[config.mk]
export PLATFORM = sky130hd
export DESIGN_NAME = syscp_top
export DESIGN_NICKNAME = d
export VERILOG_FILES = /design/src/rtl/syscp_pkg.sv /design/src/rtl/syscp_decode.sv /design/src/rtl/syscp_regs.sv /design/src/rtl/syscp_xlate.sv /design/src/rtl/syscp_top.sv
export SDC_FILE = /design/constraint.sdc
export NUM_CORES = 1
export LEC_CHECK = 0
export ABC_AREA = 1
export BUFFER_PORTS_ARGS = -buffer_cell sky130_fd_sc_hd__buf_4
export CAP_MARGIN = 40
export CORE_AREA = 10 10 71 73
export CTS_CLUSTER_DIAMETER = 100
export DETAILED_ROUTE_END_ITERATION = 7
export DIE_AREA = 0 0 81 83
export GPL_TIMING_DRIVEN = 0
export PLACE_DENSITY = 0.76
export SKIP_LAST_GASP = 1
export SYNTH_ARGS = -nofsm -noshare
export SYNTH_HDL_FRONTEND = slang
export SYNTH_HIERARCHICAL = 1
export SYNTH_SLANG_ARGS = --single-unit
[constraint.sdc]
create_clock -name clk -period 3.69 [get_ports clk]
set_input_delay 0.1845 -clock clk [delete_from_list [all_inputs] [get_ports clk]]
set_output_delay 0.1845 -clock clk [all_outputs]
set_load 0.02 [all_outputs]
[src/rtl/syscp_pkg.sv]
// Package: shared constants and the port-select type for the system control
// port block. Assumes an 8-bit data bus and a 16-bit port space.
package syscp_pkg;

    localparam int PORT_W = 16;
    localparam int DATA_W = 8;

    // Decoded port numbers
    localparam logic [PORT_W-1:0] P_RST_END  = 16'h0092;
    localparam logic [PORT_W-1:0] P_ID_CPU   = 16'h0800;
    localparam logic [PORT_W-1:0] P_ID_FEAT  = 16'h0802;
    localparam logic [PORT_W-1:0] P_ID_STAT  = 16'h0803;
    localparam logic [PORT_W-1:0] P_LIGHT    = 16'h0808;
    localparam logic [PORT_W-1:0] P_EQUIP    = 16'h080C;
    localparam logic [PORT_W-1:0] P_LOCK_A   = 16'h0810;
    localparam logic [PORT_W-1:0] P_LOCK_B   = 16'h0812;
    localparam logic [PORT_W-1:0] P_CACHEINV = 16'h0814;
    localparam logic [PORT_W-1:0] P_KEY      = 16'h0818;
    localparam logic [PORT_W-1:0] P_SYSCTL   = 16'h081C;
    localparam logic [PORT_W-1:0] P_L2INFO   = 16'h0823;
    localparam logic [PORT_W-1:0] P_MAPMODE  = 16'h0850;
    localparam logic [PORT_W-1:0] P_BANK_LO  = 16'h0800;
    localparam logic [PORT_W-1:0] P_BANK_HI  = 16'h0851;

    // Fixed read values
    localparam logic [DATA_W-1:0] V_ID_CPU  = 8'hEF;
    localparam logic [DATA_W-1:0] V_ID_FEAT = 8'hAD;
    localparam logic [DATA_W-1:0] V_ID_STAT = 8'hE0;
    localparam logic [DATA_W-1:0] V_EQUIP   = 8'h3C;
    localparam logic [DATA_W-1:0] V_EXTFEAT = 8'h39;
    localparam logic [DATA_W-1:0] V_KEY     = 8'h00;
    localparam logic [DATA_W-1:0] V_L2INFO  = 8'h03;
    localparam logic [DATA_W-1:0] V_EMPTY   = 8'hFF;

    typedef enum logic [3:0] {
        SEL_NONE,
        SEL_RST_END,
        SEL_ID_CPU,
        SEL_ID_FEAT,
        SEL_ID_STAT,
        SEL_LIGHT,
        SEL_EQUIP,
        SEL_LOCK_A,
        SEL_LOCK_B,
        SEL_CACHEINV,
        SEL_KEY,
        SEL_SYSCTL,
        SEL_L2INFO,
        SEL_MAPMODE
    } port_sel_e;

endpackage

[src/rtl/syscp_decode.sv]
// Module: syscp_decode
// Maps a port number onto a port-select code. Pure combinational logic.
// Assumes the address is known whenever the strobe is valid. Ports outside
// the decoded window, and holes inside it, map to SEL_NONE.
module syscp_decode
    import syscp_pkg::*;
#(
    parameter int AW = PORT_W
) (
    input  logic [AW-1:0] addr,
    output port_sel_e     sel
);

    logic in_bank;

    // Range check for the bank of control ports
    always_comb begin
        in_bank = (addr >= AW'(P_BANK_LO)) && (addr <= AW'(P_BANK_HI));
    end

    // Exact match of the named ports
    always_comb begin
        sel = SEL_NONE;
        if (addr == AW'(P_RST_END)) begin
            sel = SEL_RST_END;
        end else if (in_bank) begin
            case (addr)
                AW'(P_ID_CPU):   sel = SEL_ID_CPU;
                AW'(P_ID_FEAT):  sel = SEL_ID_FEAT;
                AW'(P_ID_STAT):  sel = SEL_ID_STAT;
                AW'(P_LIGHT):    sel = SEL_LIGHT;
                AW'(P_EQUIP):    sel = SEL_EQUIP;
                AW'(P_LOCK_A):   sel = SEL_LOCK_A;
                AW'(P_LOCK_B):   sel = SEL_LOCK_B;
                AW'(P_CACHEINV): sel = SEL_CACHEINV;
                AW'(P_KEY):      sel = SEL_KEY;
                AW'(P_SYSCTL):   sel = SEL_SYSCTL;
                AW'(P_L2INFO):   sel = SEL_L2INFO;
                AW'(P_MAPMODE):  sel = SEL_MAPMODE;
                default:         sel = SEL_NONE;
            endcase
        end
    end

endmodule

[src/rtl/syscp_regs.sv]
// Module: syscp_regs
// Holds the writable control state, builds the registered read data and
// forms the lock pulses. Assumes one access per cycle and a synchronous
// active-low reset.
module syscp_regs
    import syscp_pkg::*;
#(
    parameter int DW     = DATA_W,
    parameter int SCTL_W = 4
) (
    input  logic          clk,
    input  logic          rst_n,
    input  logic          strobe,
    input  logic          write,
    input  port_sel_e     sel,
    input  logic [DW-1:0] wdata,
    output logic [DW-1:0] rd_data,
    output logic          rd_valid,
    output logic          reset_req,
    output logic          le_mode,
    output logic          light_on,
    output logic          map_sparse,
    output logic          lock_a,
    output logic          lock_b
);

    localparam int PAD_W = DW - SCTL_W;

    logic              wr_en;
    logic              rd_en;
    logic [SCTL_W-1:0] sysctl_q;
    logic [DW-1:0]     rd_next;

    // Split the strobe into read and write enables
    always_comb begin
        wr_en = strobe && write;
        rd_en = strobe && !write;
    end

    // Lock pulses follow the accepted write in the same cycle
    always_comb begin
        lock_a = wr_en && (sel == SEL_LOCK_A);
        lock_b = wr_en && (sel == SEL_LOCK_B);
    end

    // Reset and endian controls, both written through the shared port
    always_ff @(posedge clk) begin
        if (!rst_n) begin
            reset_req <= 1'b0;
            le_mode   <= 1'b0;
        end else if (wr_en && sel == SEL_RST_END) begin
            reset_req <= wdata[0];
            le_mode   <= wdata[1];
        end
    end

    // Status light
    always_ff @(posedge clk) begin
        if (!rst_n) begin
            light_on <= 1'b0;
        end else if (wr_en && sel == SEL_LIGHT) begin
            light_on <= wdata[0];
        end
    end

    // System control nibble, upper data bits dropped
    always_ff @(posedge clk) begin
        if (!rst_n) begin
            sysctl_q <= '0;
        end else if (wr_en && sel == SEL_SYSCTL) begin
            sysctl_q <= wdata[SCTL_W-1:0];
        end
    end

    // I/O map mode bit
    always_ff @(posedge clk) begin
        if (!rst_n) begin
            map_sparse <= 1'b0;
        end else if (wr_en && sel == SEL_MAPMODE) begin
            map_sparse <= wdata[0];
        end
    end

    // Read multiplexer over fixed bytes and stored state
    always_comb begin
        case (sel)
            SEL_RST_END: rd_next = DW'({le_mode, 1'b0});
            SEL_ID_CPU:  rd_next = V_ID_CPU;
            SEL_ID_FEAT: rd_next = V_ID_FEAT;
            SEL_ID_STAT: rd_next = V_ID_STAT;
            SEL_EQUIP:   rd_next = V_EQUIP;
            SEL_LOCK_A:  rd_next = V_EXTFEAT;
            SEL_KEY:     rd_next = V_KEY;
            SEL_SYSCTL:  rd_next = {{PAD_W{1'b0}}, sysctl_q};
            SEL_L2INFO:  rd_next = V_L2INFO;
            SEL_MAPMODE: rd_next = DW'(map_sparse);
            default:     rd_next = V_EMPTY;
        endcase
    end

    // Registered read result, held between reads
    always_ff @(posedge clk) begin
        if (!rst_n) begin
            rd_data  <= '0;
            rd_valid <= 1'b0;
        end else begin
            rd_valid <= rd_en;
            if (rd_en) begin
                rd_data <= rd_next;
            end
        end
    end

endmodule

[src/rtl/syscp_xlate.sv]
// Module: syscp_xlate
// Translates a CPU-side I/O window offset into a port address. Flat mode
// keeps the low port bits. Sparse mode packs a high bit field directly above
// a low bit field. Assumes WIN_W covers the high field.
module syscp_xlate #(
    parameter int WIN_W  = 23,
    parameter int PW     = 16,
    parameter int LO_W   = 5,
    parameter int HI_LSB = 12
) (
    input  logic [WIN_W-1:0] offset,
    input  logic             sparse,
    output logic [PW-1:0]    port
);

    localparam int HI_W   = PW - LO_W;
    localparam int HI_MSB = HI_LSB + HI_W - 1;

    logic [PW-1:0] flat_addr;
    logic [PW-1:0] sparse_addr;

    generate
        if (HI_MSB < WIN_W && PW <= WIN_W) begin : g_fit
            // Both address forms taken from the offset
            always_comb begin
                flat_addr   = offset[PW-1:0];
                sparse_addr = {offset[HI_MSB:HI_LSB], offset[LO_W-1:0]};
            end
        end else begin : g_short
            logic [HI_MSB:0] wide;
            // Zero-extend a narrow window before slicing
            always_comb begin
                wide        = (HI_MSB+1)'(offset);
                flat_addr   = wide[PW-1:0];
                sparse_addr = {wide[HI_MSB:HI_LSB], wide[LO_W-1:0]};
            end
        end
    endgenerate

    // Select the form given by the map mode
    always_comb begin
        port = sparse ? sparse_addr : flat_addr;
    end

endmodule

[src/rtl/syscp_top.sv]
// Module: syscp_top
// System control port block: decode, control registers and I/O window
// translation. Assumes one byte access per cycle, with read data one cycle
// after the strobe and a synchronous active-low reset.
module syscp_top
    import syscp_pkg::*;
#(
    parameter int AW     = PORT_W,
    parameter int DW     = DATA_W,
    parameter int WIN_W  = 23,
    parameter int SCTL_W = 4
) (
    input  logic             clk,
    input  logic             rst_n,
    input  logic             bus_valid,
    input  logic             bus_write,
    input  logic [AW-1:0]    bus_addr,
    input  logic [DW-1:0]    bus_wdata,
    output logic [DW-1:0]    rd_data,
    output logic             rd_valid,
    output logic             reset_req,
    output logic             le_mode,
    output logic             light_on,
    output logic             lock_pulse_a,
    output logic             lock_pulse_b,
    output logic             map_sparse,
    input  logic [WIN_W-1:0] win_offset,
    output logic [AW-1:0]    port_addr
);

    port_sel_e sel;

    syscp_decode #(.AW(AW)) i_decode (
        .addr (bus_addr),
        .sel  (sel)
    );

    syscp_regs #(.DW(DW), .SCTL_W(SCTL_W)) i_regs (
        .clk        (clk),
        .rst_n      (rst_n),
        .strobe     (bus_valid),
        .write      (bus_write),
        .sel        (sel),
        .wdata      (bus_wdata),
        .rd_data    (rd_data),
        .rd_valid   (rd_valid),
        .reset_req  (reset_req),
        .le_mode    (le_mode),
        .light_on   (light_on),
        .map_sparse (map_sparse),
        .lock_a     (lock_pulse_a),
        .lock_b     (lock_pulse_b)
    );

    syscp_xlate #(.WIN_W(WIN_W), .PW(AW)) i_xlate (
        .offset (win_offset),
        .sparse (map_sparse),
        .port   (port_addr)
    );

endmodule

==> flow_summary.rst, run 1 <==
.. list-table::
   :header-rows: 1

   * - Metric
     - Value
   * - Status
     - finished clean
   * - Via density per instance
     - 4.69
   * - Overall via count from detail_route
     - 1731
   * - Hold-critical path endpoint
     - i_regs/light_on$_SDFFE_PN0P_
   * - Total inserted antenna cells
     - 0
   * - Dominant combinational cell family by area after synthesis
     - simple AND/OR/NAND/NOR gates
   * - Number of ports placed on the die boundary
     - 82
   * - Sink Count
     - 17
   * - Largest buffer count on any clock path
     - 2
   * - Starting Density
     - 38.5%
   * - Total clock buffers created by CTS
     - 3
   * - Share of total power consumed by net switching
     - 28.8%
   * - Number of global-route vias before repair
     - approximately 1600
   * - Worst relative slew slack
     - 81.5%
   * - Time the final worst path needs with I/O delays and setup
     - 1.89 ns
   * - Worst reg2reg path startpoint
     - i_regs/map_sparse$_SDFFE_PN0P_
   * - End of the worst register-to-register path
     - i_regs/rd_data[0]$_SDFFE_PN0P_
   * - Data required time at the worst endpoint
     - 3.51 ns
   * - Final layout net count
     - 373
   * - Share of layout cells above drive strength 1
     - between 30 and 40%
   * - Synth Flop Type
     - sky130_fd_sc_hd__dfxtp_1
   * - Internal
     - 0.000330 W
   * - EDFF count, synth
     - 0
   * - Drt total wl
     - 4220 um
   * - Post-route clock skew
     - 0.000387 ns
   * - Worst hold path cell count
     - 3
   * - Average routed wire per standard cell
     - 11.4 um
   * - Die ar.
     - 6720 um^2
   * - Resize count post-CTS
     - 0
   * - Rows
     - 22
   * - Average footprint of a synthesized cell
     - 5.71 um^2
   * - Post-DP HPWL
     - 3580 um
   * - Class of the tightest hold or removal check
     - in2reg
   * - Peak clock frequency supported by timing
     - 530 MHz
   * - Antenna violations before repair
     - 0
   * - Critical-path maximum fanout
     - 4
   * - Crit share post-route
     - 51.1%
   * - Share of the yosys chip area belonging to registers
     - 24.3%
   * - Leakage power of the design
     - roughly 1.1 nW
   * - Synth unique cells
     - 24
   * - CP startpoint
     - bus_addr[3]
   * - Maximum number of pins on one net before global-route repair
     - 11
   * - First-pass iteration count of the detailed router
     - 5
   * - Sequential cell area
     - 340 um^2
   * - RD Place Congestion
     - 0.978
   * - DRC viols
     - 0
   * - Wire length of the first global-routing pass
     - 7040 um
   * - Share of power burned in the clock network
     - 30.1%
   * - Clock tree root buffer cell
     - sky130_fd_sc_hd__clkbuf_8
   * - Max IR drop VDD
     - 0.135 mV
   * - Area used by multi-input combinational logic
     - 866 um^2
   * - Switching power
     - between 0.0001 and 0.00015 W
   * - Syn Nets
     - 296
   * - Total count of hold-check failures in the final report
     - 0
   * - Overall die width
     - between 80 and 90 um
   * - Post-route antenna net violation count
     - 0
   * - Overflow left after global routing
     - 0
   * - Sum of negative setup slack
     - 0 ns
   * - Total of fill cells in the finished design
     - 397
   * - Synthesized-area fraction occupied by ao, oa, aoi and oai cells
     - 8.49%
   * - Count of maximum capacitance violations
     - 0
   * - RSZ-0062 raised after global routing
     - false
   * - Slack of the worst reg-to-reg path
     - 2.78 ns
   * - Combined global-route utilization of all metal layers
     - 12.1%
   * - Total Power Consumption
     - 0.000463 W
   * - Total core area
     - roughly 3600 um^2
   * - CTS H-Tree Depth
     - 1
   * - Layout overhead on the synthesized area
     - 46.2%
   * - Syn Std Cell Area
     - 1400 um^2
   * - Simple-Gate Fraction of Synth Area
     - 53.4%
   * - Endpoints failing setup
     - 0
   * - Proportion of register bits with asynchronous set or reset after synthesis
     - 0%
   * - Adder-cell share of the synthesized area
     - 0%
   * - Worst Tran Pin Value
     - 0.276 ns
   * - Cell area power density
     - 226 nW/um^2
   * - Chip height
     - a little over 80 um
   * - Final Max Slew Viols
     - 0
   * - Mux cell area share after synthesis
     - 0%
   * - Setup bufs post-CTS
     - 0
   * - Synthesized netlist cell count
     - 245
   * - Xor-xnor portion of the synthesized cell area
     - 0%
   * - Arrival time reported for the critical path endpoint
     - 1.70 ns
   * - Critical Path Source Type
     - input pin
   * - Flops & latches, synth
     - 17
   * - Nature of the critical path endpoint
     - primary output
   * - Share of total power in sequential cells
     - a little over two fifths
   * - 1st-iter DRT viols
     - 66
   * - TritonCTS clock tree
     - built
   * - Number of buffers inserted by hold repair at cts
     - 0
   * - Port Buf Inserts
     - 72
   * - CTS clk-pin slew, worst paths
     - around 0.070 ns
   * - Count of yosys warnings during synthesis
     - 6
   * - Launch instance of the worst min-delay path
     - rst_n
   * - Worst setup path class
     - in2out
   * - Later-pin clock latency in the skew report
     - roughly 0.25 ns
   * - Path depth of the worst reg2reg path
     - 4
   * - Combinational power share
     - 28.3%
-- registers in the layout, indices dropped and copies added (netlist names) --
| register | count |
|---|---|
| i_regs/rd_data | 8 |
| i_regs/sysctl_q | 4 |
| i_regs/le_mode | 1 |
| i_regs/light_on | 1 |
| i_regs/map_sparse | 1 |
| i_regs/rd_valid | 1 |
| i_regs/reset_req | 1 |
-- layout by cell type, fill, tap and decap left out, types with 5 or more instances in the layout --
| cell type | netlist | final |
|---|---|---|
| sky130_fd_sc_hd__nand2_1 | 87 | 87 |
| sky130_fd_sc_hd__buf_4 | 6 | 78 |
| sky130_fd_sc_hd__nor2_1 | 31 | 31 |
| sky130_fd_sc_hd__inv_1 | 22 | 22 |
| sky130_fd_sc_hd__nand3_1 | 21 | 21 |
| sky130_fd_sc_hd__dfxtp_1 | 17 | 17 |
| sky130_fd_sc_hd__a21oi_1 | 13 | 13 |
| sky130_fd_sc_hd__inv_2 | 7 | 7 |
| sky130_fd_sc_hd__nor2_2 | 6 | 6 |
| sky130_fd_sc_hd__nand4_1 | 5 | 5 |
| sky130_fd_sc_hd__nand2_2 | 5 | 5 |
| sky130_fd_sc_hd__o21ai_0 | 5 | 5 |
-- cells by family (layout without fill, tap and decap cells) --
| group | Yosys count | after routing |
|---|---|---|
| AO/OA/AOI/OAI | 23 | 23 |
| flip-flops | 17 | 17 |
| AND/OR/NAND/NOR | 166 | 166 |
| buffers and inverters | 39 | 115 |
-- cells in the mapped netlist, types with 2 or more instances --
master,instances,area [um^2]
sky130_fd_sc_hd__inv_2,7,26.3
sky130_fd_sc_hd__nor2_1,31,116
sky130_fd_sc_hd__nand4_1,5,31.3
sky130_fd_sc_hd__o21ai_0,5,25.0
sky130_fd_sc_hd__nand3_2,2,20.0
sky130_fd_sc_hd__nor2_4,4,45.0
sky130_fd_sc_hd__nand2_2,5,31.3
sky130_fd_sc_hd__nand2_1,87,327
sky130_fd_sc_hd__nor2_2,6,37.5
sky130_fd_sc_hd__nor3_1,2,10.0
sky130_fd_sc_hd__buf_4,6,45.0
sky130_fd_sc_hd__inv_1,22,82.6
sky130_fd_sc_hd__buf_6,2,22.5
sky130_fd_sc_hd__dfxtp_1,17,340
sky130_fd_sc_hd__nand3_1,21,105
sky130_fd_sc_hd__o21ai_1,3,15.0
sky130_fd_sc_hd__a21oi_1,13,65.1
-- worst max-delay path: stages --
cell	delay, ns
sky130_fd_sc_hd__buf_4	0.12
sky130_fd_sc_hd__nor2_1	0.21
sky130_fd_sc_hd__nand3_2	0.13
sky130_fd_sc_hd__nand2_1	0.08
sky130_fd_sc_hd__nand2_1	0.04
sky130_fd_sc_hd__and3_1	0.14
sky130_fd_sc_hd__nor2_2	0.08
sky130_fd_sc_hd__nand2_1	0.06
sky130_fd_sc_hd__nand2_1	0.12
sky130_fd_sc_hd__nand2_1	0.14
sky130_fd_sc_hd__nor3_1	0.22
sky130_fd_sc_hd__buf_4	0.17
-- routing by layer --
| metal | wire length [um] | up-vias | global-route usage [%] |
|---|---|---|---|
| met3 | 438 | 2 | 5.17 |
| met5 | 0 | - | 0 |
| met4 | 29 | 0 | 3.13 |
| met2 | 1850 | 66 | 18.8 |
| li1 | - | 919 | - |
| met1 | 1900 | 744 | 14.6 |
-- through the flow --
stage | utilization [%] | cells | setup WS (ns) | hold WS, ns | cell area (um^2)
after detailed placement | 55.1 | 365 | 1.62 | 0.438 | 2000
after global routing | 56.3 | 369 | 1.58 | 0.202 | 2050
after global placement | 55.1 | 365 | 1.62 | 0.438 | 2000
after CTS | 56.3 | 369 | 1.79 | 0.198 | 2050
after floorplan | - | 245 | 1.92 | 0.323 | 1400
final | 56.3 | 369 | 1.80 | 0.200 | 2050
-- how the worst max path moves through the flow --
stage                                                 to  slack, ns  cells after the start
after floorplan                             lock_pulse_a       1.92                     11
after global placement    i_regs/rd_data[0]$_SDFFE_PN0P_       1.62                     18
after detailed placement  i_regs/rd_data[0]$_SDFFE_PN0P_       1.62                     18
after CTS                                   lock_pulse_a       1.79                     12
after global routing      i_regs/rd_data[1]$_SDFFE_PN0P_       1.58                     19
final                                       lock_pulse_a       1.80                     12
-- power groups by stage --
| stage | Sequential, W | Clock [W] | Combinational, W |
|---|---|---|---|
| 2_1_floorplan | 0.000204 | 0 | 0.0000550 |
| 3_3_place_gp | 0.000197 | 0 | 0.000131 |
| 3_5_place_dp | 0.000197 | 0 | 0.000132 |
| 4_1_cts | 0.000193 | 0.000144 | 0.000133 |
| 5_1_grt | 0.000194 | 0.000154 | 0.000143 |
| 6_report | 0.000193 | 0.000139 | 0.000131 |
-- layout make-up --
| type | count | area share, % |
|---|---|---|
| Multi-Input combinational cell | 189 | 42.3 |
| Timing Repair Buffer | 72 | 26.4 |
| Sequential cell | 17 | 16.6 |
| Inverter | 30 | 5.50 |
| Buffer | 9 | 3.97 |
| Tap cell | 48 | 2.93 |
| Clock buffer | 3 | 2.02 |
| Clock inverter | 1 | 0.244 |
Note: power is estimated with default switching activity, not from simulation.
==> run 2: changes to the inputs <==
--- a/config.mk
+++ b/config.mk
@@ -5,7 +5,7 @@
 export SDC_FILE = /design/constraint.sdc
 export NUM_CORES = 1
 export LEC_CHECK = 0
-export ABC_AREA = 1
+export ABC_AREA = 0
 export BUFFER_PORTS_ARGS = -buffer_cell sky130_fd_sc_hd__buf_4
 export CAP_MARGIN = 40
 export CORE_AREA = 10 10 71 73
@@ -13,7 +13,7 @@
 export DETAILED_ROUTE_END_ITERATION = 7
 export DIE_AREA = 0 0 81 83
 export GPL_TIMING_DRIVEN = 0
-export PLACE_DENSITY = 0.76
+export PLACE_DENSITY = 0.79
 export SKIP_LAST_GASP = 1
 export SYNTH_ARGS = -nofsm -noshare
 export SYNTH_HDL_FRONTEND = slang
==> constraint.sdc (replaced) <==
create_clock -name clk -period 1.6 [get_ports clk]
set_input_delay 0.08 -clock clk [delete_from_list [all_inputs] [get_ports clk]]
set_output_delay 0.08 -clock clk [all_outputs]
set_load 0.02 [all_outputs]
==> flow_summary.rst, run 2 <==
.. list-table::
   :header-rows: 1

   * - Metric
     - Value
   * - Average footprint of a synthesized cell
     - 8.68 um^2
   * - Total clock buffers created by CTS
     - 3
   * - Final layout net count
     - 316
   * - Largest buffer count on any clock path
     - 2
   * - Flops & latches, synth
     - 17
   * - Worst setup margin
     - -0.239 ns
   * - Violations in the final reports
     - negative setup slack
   * - Placed cell count
     - 281
   * - Leakage power of the design
     - 1.11 nW
   * - Area used by multi-input combinational logic
     - about 1200 um^2
   * - Status
     - finished, violations left
   * - Crit share post-route
     - 115%
   * - Final Max Slew Viols
     - 0
   * - Syn Nets
     - 213
   * - Time the final worst path needs with I/O delays and setup
     - 1.84 ns
   * - Wire length of the first global-routing pass
     - 8340 um
   * - Routing layer with the top usage in global route
     - met2
   * - Largest Register
     - i_regs/rd_data
   * - Via density per instance
     - 5.32
   * - Worst slack on hold paths
     - 0.0623 ns
   * - Share of layout cells above drive strength 1
     - 61.4%
   * - Sequential cell area
     - 340 um^2
   * - Total of fill cells in the finished design
     - 276
   * - Die ar.
     - 6720 um^2
   * - Overall die width
     - 81 um
   * - Number of ports placed on the die boundary
     - slightly above 80
   * - Class of the tightest hold or removal check
     - in2reg
   * - Worst setup path class
     - in2reg
   * - Arrival time reported for the critical path endpoint
     - 1.99 ns
   * - Number of flip-flops under the largest register name
     - 8
   * - Later-pin clock latency in the skew report
     - 0.26 ns
   * - Biggest area consumer among synthesized cells
     - sky130_fd_sc_hd__dfxtp_1
   * - RD Place Congestion
     - roughly 0.83
   * - Post-route clock skew
     - 0.00148 ns
   * - Number of global-route vias before repair
     - 1695
   * - Max IR drop VDD
     - ~0.51 mV
   * - Total count of hold-check failures in the final report
     - 0
   * - Peak clock frequency supported by timing
     - around 540 MHz
   * - Starting Density
     - 38.7%
   * - GR Util met2
     - between 20% and 30%
   * - Synthesized netlist cell count
     - 162
   * - Top cells by area in the synthesized netlist
     - sky130_fd_sc_hd__dfxtp_1 24%, sky130_fd_sc_hd__mux2_4 11%, sky130_fd_sc_hd__o21ai_0 4.6%
   * - Synth top cells by count
     - 17 x sky130_fd_sc_hd__dfxtp_1, 16 x sky130_fd_sc_hd__nand2_1, 13 x sky130_fd_sc_hd__o21ai_0, 10 x sky130_fd_sc_hd__mux2_4
   * - Total inserted antenna cells
     - 0
   * - Drt total wl
     - between 5000 and 6000 um
   * - Leading cell type in the layout, fill and taps excluded
     - sky130_fd_sc_hd__buf_4
   * - Count of yosys warnings during synthesis
     - 6
   * - CTS H-Tree Depth
     - 1
   * - Chip height
     - 83 um
   * - Rows
     - 22
   * - TritonCTS clock tree
     - built
   * - Layout overhead on the synthesized area
     - 80.0%
   * - Combined global-route utilization of all metal layers
     - 15.1%
   * - 1st-iter DRT viols
     - 106
   * - First-pass iteration count of the detailed router
     - 4
   * - Most instantiated library cell after synthesis
     - sky130_fd_sc_hd__dfxtp_1
   * - RSZ-0062 raised after global routing
     - true
   * - Cell area power density
     - ~450 nW/um^2
   * - Largest registers
     - i_regs/rd_data x8, i_regs/sysctl_q x4
   * - M1 GR Usage
     - roughly 15%
   * - Data required time at the worst endpoint
     - around 1.8 ns
   * - Share of the yosys chip area belonging to registers
     - 24.2%
   * - CTS clk-pin slew, worst paths
     - 0.07 ns
   * - Global routing usage on met3
     - about 4.4%
   * - Total core area
     - 3630 um^2
   * - Average routed wire per standard cell
     - between 15 and 20 um
   * - Syn Std Cell Area
     - 1410 um^2
   * - EDFF count, synth
     - 0
   * - Post-route antenna net violation count
     - 0
   * - Maximum number of pins on one net before global-route repair
     - 12
   * - Sink Count
     - 17
   * - Area fraction of the dominant cell type after synthesis
     - 24.2%
   * - DRC viols
     - 0
   * - Non-filler cells, final
     - 312
   * - Synth unique cells
     - 52
   * - Count of maximum capacitance violations
     - 0
   * - Sum of negative setup slack
     - -2.51 ns
   * - Critical Path Source Type
     - input pin
   * - Proportion of register bits with asynchronous set or reset after synthesis
     - 0%
   * - Antenna violations before repair
     - 0
   * - Nature of the critical path endpoint
     - flop
   * - Critical-path maximum fanout
     - 7
   * - Port Buf Inserts
     - 71
   * - Synth Flop Type
     - sky130_fd_sc_hd__dfxtp_1
   * - Post-DP HPWL
     - 3600 um
   * - Overflow left after global routing
     - 0
   * - Overall via count from detail_route
     - ~1700
   * - Worst relative slew slack
     - between 70% and 80%
   * - Worst Tran Pin Value
     - 0.436 ns
   * - Most used cells in the layout excluding fill and tap cells
     - 91 x sky130_fd_sc_hd__buf_4, 17 x sky130_fd_sc_hd__dfxtp_1, 15 x sky130_fd_sc_hd__buf_6
   * - Clock tree root buffer cell
     - sky130_fd_sc_hd__clkbuf_8
   * - Endpoints failing setup
     - 17
[run 2: cell types whose count changed after synthesis, sizes merged, moves of 7 or more]
cell | before | now
o21ai | 8 | 15
mux2 | 0 | 12
nand2 | 93 | 16
nor2 | 41 | 6
inv | 29 | 0
nand3 | 23 | 7
a21boi | 0 | 8
nor2b | 0 | 8
[run 2: routing by layer]
metal / vias to the layer above / routed length (um)
met5: - / 0
met4: 0 / 185
met3: 18 / 298
met2: 57 / 3190
met1: 788 / 2010
li1: 798 / -
[run 2: kinds of logic (layout without fill, tap and decap cells)]
kind of cell,Yosys count,count (layout),synth area share [%]
simple gates,68,68,31.1
mux,17,17,15.8
xor+xnor,2,2,1.25
compound gates,44,44,20.6
buf+inv,14,116,7.03
flops,17,17,24.2
[run 2: power by group]
part | total (W) | internal, W | switching, W
Combinational | 0.000346 | 0.000191 | 0.000155
Clock | 0.000340 | 0.000176 | 0.000164
Sequential | 0.000444 | 0.000437 | 0.00000719
Total | 0.00113 | 0.000804 | 0.000326
[run 2: area by class of cell]
cell class              instances  area share [%]
plain buffers                  14            5.09
multi-input cells             131            46.1
clock buffers                   3            1.63
repair buffers                 98            31.0
clock inverters                 1           0.297
well taps                      48            2.37
flip-flops and latches         17            13.4
[run 2: worst max-delay path: stages]
cell                       delay [ns]
sky130_fd_sc_hd__buf_8           0.09
sky130_fd_sc_hd__and2b_2         0.24
sky130_fd_sc_hd__a221oi_2        0.30
sky130_fd_sc_hd__o32ai_2         0.13
sky130_fd_sc_hd__a31o_1          0.26
sky130_fd_sc_hd__buf_6           0.16
sky130_fd_sc_hd__buf_6           0.12
sky130_fd_sc_hd__nor2b_4         0.14
sky130_fd_sc_hd__mux2_4          0.27
sky130_fd_sc_hd__a21oi_2         0.13
sky130_fd_sc_hd__a21oi_1         0.07
[run 2: worst paths after layout]
path	slack, ns	cells past startpoint	endpoint	from
worst max-delay path	-0.24	11	i_regs/rd_data[3]$_SDFFE_PN0P_	bus_addr[4]
worst max register to register	0.34	4	i_regs/rd_data[1]$_SDFFE_PN0P_	i_regs/le_mode$_SDFFE_PN0P_
worst min-delay path	0.06	3	i_regs/sysctl_q[2]$_SDFFE_PN0P_	bus_wdata[2]
worst min register to register	0.45	2	i_regs/rd_data[6]$_SDFFE_PN0P_	i_regs/rd_data[6]$_SDFFE_PN0P_
[run 2: per-stage QoR]
stage	total power, W	utilization, %	setup WS (ns)	instance area (um^2)
after floorplan	0.000598	-	-0.181	1530
after global placement	0.000761	58.5	-0.515	2130
after detailed placement	0.000766	58.5	-0.523	2130
after CTS	0.00112	66.6	-0.183	2420
after global routing	0.00118	69.7	-0.313	2530
final	0.00113	69.7	-0.239	2530
[run 2: repair_timing]
action,CTS,global route
setup buffers,17,9
gates resized for setup,28,18
hold buffers,0,0
gates cloned,0,1
endpoints found under the hold margin,0,0
setup endpoints to repair,18,18
pin swaps,23,11
